## config.mk

```make
export PLATFORM = sky130hd
export DESIGN_NAME = usbLsRx
export DESIGN_NICKNAME = d
export VERILOG_FILES = /design/src/rtl/usbLsRxPkg.sv /design/src/rtl/usbRxDatapath.sv /design/src/rtl/usbRxControl.sv /design/src/rtl/usbLsRx.sv
export SDC_FILE = /design/constraint.sdc
export NUM_CORES = 1
export LEC_CHECK = 0
export CAP_MARGIN = 10
export CORE_MARGIN = 4
export CORE_UTILIZATION = 38
export DETAILED_ROUTE_END_ITERATION = 10
export PLACE_DENSITY_LB_ADDON = 0.1
export REMOVE_ABC_BUFFERS = 1
export SLEW_MARGIN = 25
export SYNTH_ARGS = -nofsm -noshare
export SYNTH_HDL_FRONTEND = slang
export SYNTH_SLANG_ARGS = --single-unit
```

## constraint.sdc

```tcl
create_clock -name clk -period 5 [get_ports clk]
set_input_delay 1.5 -clock clk [delete_from_list [all_inputs] [get_ports clk]]
set_output_delay 1.5 -clock clk [all_outputs]
set_load 0.005 [all_outputs]
```

## src/rtl/usbLsRxPkg.sv

```systemverilog
package usbLsRxPkg;

  localparam int ByteBits = 8;
  localparam int OverSample = 8;

  localparam logic [1:0] LineJ   = 2'b01;
  localparam logic [1:0] LineK   = 2'b10;
  localparam logic [1:0] LineSe0 = 2'b00;

  typedef enum logic [1:0] {
    ST_HUNT,
    ST_SYNC,
    ST_DATA,
    ST_DRAIN
  } rxState_e;

  typedef struct packed {
    logic startPkt;
    logic shiftEn;
    logic shiftVal;
    logic storeByte;
  } rxCtrl_t;

endpackage

```

## src/rtl/usbRxDatapath.sv

```systemverilog
module usbRxDatapath
  import usbLsRxPkg::*;
#(
  parameter int CLK_HZ    = 20_000_000,
  parameter int BIT_HZ    = 1_500_000,
  parameter int BUF_DEPTH = 12,
  parameter int CNT_W     = 4
) (
  input  logic                 clk,
  input  logic                 rst,
  input  logic                 dp,
  input  logic                 dm,
  input  rxCtrl_t              ctrl,
  output logic                 sampleStb,
  output logic [1:0]           sampleLine,
  output logic [2:0]           bitIdx,
  output logic [CNT_W-1:0]     byteCount,
  output logic                 byteValid,
  output logic [ByteBits-1:0]  byteData
);

  localparam int STEP  = BIT_HZ * OverSample;
  localparam int ACC_W = $clog2(CLK_HZ + STEP + 1);
  localparam int PH_W  = $clog2(OverSample);
  localparam logic [ACC_W-1:0] STEP_V  = ACC_W'(STEP);
  localparam logic [ACC_W-1:0] LIMIT_V = ACC_W'(CLK_HZ);
  localparam logic [PH_W-1:0]  CENTER  = PH_W'(OverSample / 2 - 1);
  localparam logic [CNT_W-1:0] DEPTH_V = CNT_W'(BUF_DEPTH);

  logic [1:0] syncA, syncB, lineDly;
  logic lineEdge;
  logic [ACC_W-1:0] acc, accSum;
  logic tick;
  logic [PH_W-1:0] phase;
  logic [ByteBits-1:0] shiftReg, shiftNext;

  assign lineEdge  = (syncB != lineDly);
  assign accSum    = acc + STEP_V;
  assign tick      = (accSum >= LIMIT_V);
  assign shiftNext = {ctrl.shiftVal, shiftReg[ByteBits-1:1]};

  always_ff @(posedge clk) begin
    if (rst) begin
      syncA   <= LineJ;
      syncB   <= LineJ;
      lineDly <= LineJ;
    end else begin
      syncA   <= {dp, dm};
      syncB   <= syncA;
      lineDly <= syncB;
    end
  end

  always_ff @(posedge clk) begin
    if (rst) begin
      acc        <= '0;
      phase      <= '0;
      sampleStb  <= 1'b0;
      sampleLine <= LineJ;
    end else begin
      acc <= tick ? (accSum - LIMIT_V) : accSum;
      if (lineEdge) phase <= '0;
      else if (tick) phase <= phase + 1'b1;
      sampleStb <= tick && !lineEdge && (phase == CENTER);
      if (tick && !lineEdge && (phase == CENTER)) sampleLine <= syncB;
    end
  end

  always_ff @(posedge clk) begin
    if (rst) begin
      shiftReg  <= '0;
      bitIdx    <= '0;
      byteCount <= '0;
      byteValid <= 1'b0;
      byteData  <= '0;
    end else begin
      byteValid <= 1'b0;
      if (ctrl.startPkt) begin
        shiftReg  <= '0;
        bitIdx    <= '0;
        byteCount <= '0;
      end else if (ctrl.shiftEn) begin
        shiftReg <= shiftNext;
        bitIdx   <= bitIdx + 1'b1;
        if (ctrl.storeByte) begin
          byteValid <= 1'b1;
          byteData  <= shiftNext;
          byteCount <= byteCount + 1'b1;
        end
      end
    end
  end

  AST_SAMPLE_SPACING: assert property (@(posedge clk) disable iff (rst)
    sampleStb |=> !sampleStb);

  AST_STORE_ALIGN: assert property (@(posedge clk) disable iff (rst)
    ctrl.storeByte |-> (ctrl.shiftEn && bitIdx == 3'd7));

  AST_COUNT_CAP: assert property (@(posedge clk) disable iff (rst)
    byteCount <= DEPTH_V);

endmodule

```

## src/rtl/usbRxControl.sv

```systemverilog
module usbRxControl
  import usbLsRxPkg::*;
#(
  parameter int BUF_DEPTH = 12,
  parameter int CNT_W     = 4
) (
  input  logic             clk,
  input  logic             rst,
  input  logic             sampleStb,
  input  logic [1:0]       sampleLine,
  input  logic [2:0]       bitIdx,
  input  logic [CNT_W-1:0] byteCount,
  output rxCtrl_t          ctrl,
  output logic             pktEnd,
  output logic             errOverflow,
  output logic             errStuff,
  output logic             errFrame
);

  localparam logic [CNT_W-1:0] DEPTH_V = CNT_W'(BUF_DEPTH);
  localparam logic [2:0] RUN_MAX = 3'd6;

  rxState_e state;
  logic [1:0] prevLine;
  logic [2:0] runOnes;
  logic abortStuff, abortOvf;
  logic isK, isJ, isSe0, bitOne, stuffSlot, lastBit;

  assign isK       = (sampleLine == LineK);
  assign isJ       = (sampleLine == LineJ);
  assign isSe0     = (sampleLine == LineSe0);
  assign bitOne    = (sampleLine == prevLine);
  assign stuffSlot = (runOnes == RUN_MAX);
  assign lastBit   = (bitIdx == 3'd7);

  always_comb begin
    ctrl = '0;
    if (sampleStb) begin
      if (state == ST_SYNC && isK && prevLine == LineK) ctrl.startPkt = 1'b1;
      if (state == ST_DATA && !isSe0 && !stuffSlot) begin
        ctrl.shiftEn   = 1'b1;
        ctrl.shiftVal  = bitOne;
        ctrl.storeByte = lastBit && (byteCount < DEPTH_V);
      end
    end
  end

  always_ff @(posedge clk) begin
    if (rst) begin
      state       <= ST_HUNT;
      prevLine    <= LineJ;
      runOnes     <= '0;
      abortStuff  <= 1'b0;
      abortOvf    <= 1'b0;
      pktEnd      <= 1'b0;
      errOverflow <= 1'b0;
      errStuff    <= 1'b0;
      errFrame    <= 1'b0;
    end else begin
      pktEnd <= 1'b0;
      if (sampleStb) begin
        prevLine <= sampleLine;
        unique case (state)
          ST_HUNT: begin
            if (isK && prevLine == LineJ) state <= ST_SYNC;
          end
          ST_SYNC: begin
            if (isK) begin
              if (prevLine == LineK) begin
                state      <= ST_DATA;
                runOnes    <= 3'd1;
                abortStuff <= 1'b0;
                abortOvf   <= 1'b0;
              end
            end else if (!isJ || prevLine == LineJ) begin
              state <= ST_HUNT;
            end
          end
          ST_DATA: begin
            if (isSe0) begin
              pktEnd      <= 1'b1;
              errFrame    <= (bitIdx != 3'd0);
              errStuff    <= 1'b0;
              errOverflow <= 1'b0;
              state       <= ST_HUNT;
            end else if (stuffSlot) begin
              runOnes <= '0;
              if (bitOne) begin
                abortStuff <= 1'b1;
                state      <= ST_DRAIN;
              end
            end else begin
              runOnes <= bitOne ? runOnes + 1'b1 : 3'd0;
              if (lastBit && byteCount == DEPTH_V) begin
                abortOvf <= 1'b1;
                state    <= ST_DRAIN;
              end
            end
          end
          ST_DRAIN: begin
            if (isSe0) begin
              pktEnd      <= 1'b1;
              errFrame    <= 1'b0;
              errStuff    <= abortStuff;
              errOverflow <= abortOvf;
              state       <= ST_HUNT;
            end
          end
          default: state <= ST_HUNT;
        endcase
      end
    end
  end

  AST_RUN_LIMIT: assert property (@(posedge clk) disable iff (rst)
    runOnes <= RUN_MAX);

  AST_FLAGS_AT_END: assert property (@(posedge clk) disable iff (rst)
    !pktEnd |-> $stable({errOverflow, errStuff, errFrame}));

  AST_END_PULSE: assert property (@(posedge clk) disable iff (rst)
    pktEnd |=> !pktEnd);

  AST_ONE_ABORT: assert property (@(posedge clk) disable iff (rst)
    !(errStuff && errOverflow));

endmodule

```

## src/rtl/usbLsRx.sv

```systemverilog
module usbLsRx
  import usbLsRxPkg::*;
#(
  parameter int CLK_HZ    = 20_000_000,
  parameter int BIT_HZ    = 1_500_000,
  parameter int BUF_DEPTH = 12,
  localparam int CNT_W    = $clog2(BUF_DEPTH + 1)
) (
  input  logic             clk,
  input  logic             rst,
  input  logic             dp,
  input  logic             dm,
  output logic             byteValid,
  output logic [7:0]       byteData,
  output logic             pktEnd,
  output logic [CNT_W-1:0] byteCount,
  output logic             errOverflow,
  output logic             errStuff,
  output logic             errFrame
);

  rxCtrl_t ctrl;
  logic sampleStb;
  logic [1:0] sampleLine;
  logic [2:0] bitIdx;

  usbRxDatapath #(
    .CLK_HZ(CLK_HZ), .BIT_HZ(BIT_HZ), .BUF_DEPTH(BUF_DEPTH), .CNT_W(CNT_W)
  ) uData (
    .clk(clk), .rst(rst), .dp(dp), .dm(dm), .ctrl(ctrl),
    .sampleStb(sampleStb), .sampleLine(sampleLine), .bitIdx(bitIdx),
    .byteCount(byteCount), .byteValid(byteValid), .byteData(byteData)
  );

  usbRxControl #(
    .BUF_DEPTH(BUF_DEPTH), .CNT_W(CNT_W)
  ) uCtrl (
    .clk(clk), .rst(rst), .sampleStb(sampleStb), .sampleLine(sampleLine),
    .bitIdx(bitIdx), .byteCount(byteCount), .ctrl(ctrl), .pktEnd(pktEnd),
    .errOverflow(errOverflow), .errStuff(errStuff), .errFrame(errFrame)
  );

endmodule

```

=== Word-level counts from Yosys, hierarchy flattened ===
Index checks and enable logic that the tools add are counted.
W data, S select, Z words.

* RAM bits: 0
* Bits in registers: 74
* Bits in read-only memories: 0
* Word-level logic and storage cells: 130
* Bits in latches: 0
* Memories kept: 0
* Bits of input ports: 4

* Reduce and logical (&&, ||, !) cells: 31
* Bitwise logic cells: 4
* Multipliers: 0
* Magnitude comparators: 2
* Muxes and demuxes: 39
* Shift operators: 0
* Add/sub/neg operators: 6
* Equal/unequal tests: 27
* Divide/modulo/power cells: 0

{| class="wikitable"
|+ Operators by type and width
! cell !! number
|-
| $add A25 B24 Y25 const B || 1
|-
| $ge A25 B25 Y1 const B || 1
|-
| $mux W25 || 1
|-
| $sub A25 B25 Y25 const B || 1
|-
| $reduce_and A7 Y1 || 3
|-
| $mux W2 || 9
|-
| $mux W3 || 6
|-
| $mux W1 || 15
|-
| $ne A2 B1 Y1 const B || 6
|-
| $pmux W1 S2 || 5
|-
| $add A3 B1 Y3 const B || 3
|-
| $logic_and A1 B1 Y1 || 9
|-
| $eq A2 B2 Y1 const B || 4
|-
| $ne A2 B2 Y1 const B || 4
|-
| $ne A4 B2 Y1 const B || 2
|-
| $pmux W2 S4 || 1
|-
| $eq A2 B1 Y1 const B || 3
|-
| $eq A3 B3 Y1 const B || 2
|-
| $pmux W3 S2 || 1
|-
| $reduce_or A2 Y1 || 3
|-
| $reduce_or A3 Y1 || 2
|-
| $reduce_and A5 Y1 || 1
|-
| $add A4 B1 Y4 const B || 1
|-
| $eq A4 B4 Y1 const B || 1
|-
| other kinds (16) || 24
|}

=== Longest topological paths before layout ===
* Word-level depth: 8
* Depth in mapped cells: 12
* Mapped depth without buffers: 10

=== Hierarchy ===
A second synthesis with hierarchy kept.

* Cells, all modules: 429
* Area total of the unflattened synthesis: 3584.7 um^2

{| class="wikitable"
|+ Modules (own cells, without submodules)
! module !! cells each !! seq. area each (um^2) !! area an instance (um^2) !! times used
|-
| usbRxDatapath || 334 || 1041.0 || 2796.4 || 1
|-
| usbRxControl || 95 || 260.2 || 788.3 || 1
|}

=== Worst setup path before layout ===
OpenSTA, ideal clock, no wires.

* Kind: register to register
* From: reg uData.acc[8]
* To: reg uData.sampleLine[1]
* Setup slack: 2.046 ns
* Period minus slack after synthesis: 2.954 ns
* Arrival: 2.832 ns
* Stages on the path, launching flop included: 12
* Cells stage by stage: dfxtp_1 > inv_1 > ha_1 > nand2b_1 > a21oi_4 > o21ai_1 > a211oi_2 > o311ai_1 > o21ba_1 > buf_6 > and3_4 > mux2_4

* Cells in the longest elaborated chain, start to end: 4

{| class="wikitable"
|+ RTL lines
! what !! RTL line !! text
|-
| start, declared || usbRxDatapath.sv:32 || <nowiki>logic [ACC_W-1:0] acc, accSum;</nowiki>
|-
| start signal, assigned || usbRxDatapath.sv:61 || <nowiki>acc <= tick ? (accSum - LIMIT_V) : accSum;</nowiki>
|-
| $add A25 B24 Y25 || usbRxDatapath.sv:38 || <nowiki>assign accSum = acc + STEP_V;</nowiki>
|-
| $ge A25 B25 Y1 || usbRxDatapath.sv:39 || <nowiki>assign tick = (accSum >= LIMIT_V);</nowiki>
|-
| $logic_and A1 B1 Y1 (2 in series) || usbRxDatapath.sv:65 || <nowiki>if (tick && !lineEdge && (phase == CENTER)) sampleLine <= syncB;</nowiki>
|-
| end signal, assigned || usbRxDatapath.sv:59 || <nowiki>sampleLine <= LineJ;</nowiki>
|-
| end signal, assigned || usbRxDatapath.sv:65 ||
|-
| end, declared || usbRxDatapath.sv:15 || <nowiki>output logic [1:0] sampleLine,</nowiki>
|}

Every way passes these cells.
A chain may end at the register's enable or synchronous reset.

=== Worst setup path in the final report ===
Same ends and word-level chain as after synthesis.

==> metrics.txt <==
vias in the first global route=around 2.6k; Pre-antenna DRT Iters=4; Worst-path clk slew=~0.080 ns; Initial Util=approximately 39%; die width=103.6 um; Ports=21; detailed placement HPWL=about 5 mm; RSZ-0062 raised after global routing=false; fin cells=545; Post-synth EDFFs=0; Routed WL=around 7.2 mm; final setup fails=0; Post-DRT Antenna Nets=0; commonest cells after routing, fill and taps aside=nand2_1, dfxtp_1, a21oi_1, nor2_1, clkdlybuf4s50_1; die footprint=around 11000 um2; Mapped Cells=between 400 and 500; count of cell types in the netlist=slightly above 70; Hold WC Path Type=flip-flop to flip-flop; Relative slew margins=between 50% and 60%; synthesis warning total=0; largest net degree at the start of global routing=between 40 and 50; grt ovf=0; Setup TNS=0 ns; clock root buffer=clkbuf_8; Primary FF master, synth=dfxtp_1; RD Place Congestion=between 0.8 and 0.9; Inserted Clock Buffers=9; area grow syn2layout=12.08%; height of the die=about 100 um; sequential fraction of the synthesis area=a little under two fifths; Worst Path Class, Setup=flip-flop to flip-flop; Iteration-0 DRC Markers=92; drt drc=0; period utilisation layout=between 70% and 80%; Slew @ Worst Pin=just under 0.7 ns; Worst-Skew Late Latency=between 0.3 and 0.4 ns; post-synthesis simple-gate area fraction=around 24%; CP required=5.23 ns; Post-CTS Hold Fix Bufs=0; CP arrival=3.99 ns; cell area after synthesis=~3500 um2; core footprint=slightly below 9000 um2; Max Slew Vio Count=0; Ant. Diodes=0; Rows=34; CTS tree=yes; area share of xor/xnor cells in the synthesized design=under 10%; share of cells above drive strength 1=10.07%; syn_area_per_cell=between 8 and 9 um2; main combinational cell family by area after synthesis=simple AND/OR/NAND/NOR gates; clock sink total=between 60 and 70; power density over the cells=~530 nW/um2; Psw=about 0.00088 W; startpoint types=flip-flop; via count=around 2.8k; Reg power frac=about a third; fin crit period=3.751 ns; CP Capture Type=flip-flop; fin nets=450; mux cell area share after synthesis=under 10%; FMAX=roughly 0.27 GHz; Internal Power=0.001180 W; endpoints failing hold=0; initial antenna violation count=0; Synth Area in Compound Gates=roughly a fifth; Yosys reg bits=65; H-tree depth=3; Switching Share=between 40% and 50%; Total Routing Usage GR=14.15%; Setup Fix Bufs, Post-CTS=0; Clock power frac=between 20% and 30%; crit path max fanout=18; most common cell after layout, fill and taps aside=nand2_1; P_leak=roughly 1.4 nW; WL/cell=between 10 and 15 um; first-pass GRT wire length=around 13 mm; Adder-Cell Fraction of Synth Area=5.047%; Peak VDD IR=roughly 0.00034 V; clock skew=~0.010 ns; Synth async-reset ratio=0%; status=finished clean; clock tree buffer depth=2; PostCTS Resize Cnt=0; port bufs=20; dpl cells=between 500 and 600; vias per std cell=a little over 5; Max Cap Violations=0; Logic pwr share=a little under half
-- sequential cells by signal, summed over array words and instances (netlist names) --
signal / flops
uCtrl.pktEnd: 1
uCtrl.abortOvf: 1
uData.syncA: 2
uData.syncB: 2
uCtrl.abortStuff: 1
uData.acc: 17
uData.bitIdx: 3
uData.sampleStb: 1
uCtrl.runOnes: 3
uCtrl.errOverflow: 1
uCtrl.prevLine: 2
uCtrl.state: 2
uData.shiftReg: 7
uData.lineDly: 2
uData.byteCount: 4
uData.phase: 3
uData.byteData: 8
uData.byteValid: 1
uCtrl.errFrame: 1
uData.sampleLine: 2
uCtrl.errStuff: 1
-- final cells by class --
cell class | count | area (um2)
Fill cell | 875 | 4916
Multi-Input combinational cell | 318 | 2003
Sequential cell | 65 | 1301
Timing Repair Buffer | 22 | 210.2
Clock buffer | 10 | 137.6
Tap cell | 108 | 135.1
Inverter | 16 | 60.06
Clock inverter | 6 | 42.54
-- power by group through the flow --
stage	sequential, W	combinational, W	clock [W]
final	0.000689	0.000957	0.000411
after global routing	0.000704	0.00108	0.000453
after CTS	0.000686	0.000958	0.000428
after detailed placement	0.000697	0.000953	0
after global placement	0.000700	0.000941	0
after floorplan	0.000675	0.000765	0
-- metal layers --
layer | part of all wire (%) | up-vias | global-route usage [%]
met4 | 2.2 | 0 | 5.603
met1 | 50 | 1263 | 18.56
met3 | 3.1 | 14 | 3.794
met5 | 0 | - | 0
li1 | - | 1472 | -
met2 | 45 | 41 | 22.20
-- metrics by stage --
stage / instance area, um2 / utilization, % / power [W] / hold slack [ns] / setup WS (ns)
2_1_floorplan: 3364 / - / 0.001440 / 0.3895 / 1.621
3_5_place_dp: 3710 / 42.13 / 0.001650 / 0.3968 / 1.240
5_1_grt: 3890 / 44.17 / 0.002233 / 0.4316 / 0.9009
3_3_place_gp: 3710 / 42.13 / 0.001641 / 0.3906 / 1.385
6_report: 3890 / 44.17 / 0.002057 / 0.4106 / 1.249
4_1_cts: 3890 / 44.17 / 0.002072 / 0.4135 / 1.240
-- critical path, cell delays in order (launching register included) --
cell and delay [ns]:
dfxtp_1 0.50, inv_1 0.16, ha_1 0.26, nand2b_1 0.25, a21oi_4 0.30, o21ai_1 0.16, a211oi_2 0.44, o311ai_1 0.23
o21ba_1 0.71, and3_4 0.32, mux2_4 0.29
-- logic make-up (layout without fill, tap and decap cells) --
group	count (synthesis)	after routing
compound gates	102	102
xor+xnor	24	24
fa+ha+maj	14	14
buf+inv	36	54
flops	65	65
mux	7	7
simple gates	171	171
-- Yosys cell counts, types with 3 or more instances --
master,count,area [um2]
xor2_1,8,70.07
ha_1,14,175.2
nand4_1,4,25.02
clkbuf_1,13,48.80
nand3_1,10,50.05
nor2b_1,10,62.56
nand2b_1,4,25.02
or2_2,5,31.28
o21ai_0,13,65.06
nor2_1,42,157.7
o211ai_1,3,22.52
nor3_1,6,30.03
a211o_1,4,35.03
nor3b_1,3,22.52
a21oi_1,45,225.2
dfxtp_1,65,1301
xnor2_1,15,131.4
a21o_1,5,37.54
buf_6,3,33.78
inv_1,15,56.30
nand2_1,66,247.7
mux2i_1,5,50.05
-- path summary, 6_finish.rpt --
check	startpoint	to	slack [ns]	depth (start not counted)
max	uData.acc[8]	uData.sampleLine[1]	1.25	10
min	uData.syncA[0]	uData.syncB[0]	0.41	1
max reg2reg	uData.acc[8]	uData.sampleLine[1]	1.25	10
min reg2reg	uData.syncA[0]	uData.syncB[0]	0.41	1
(Power assumes the default switching activity.)
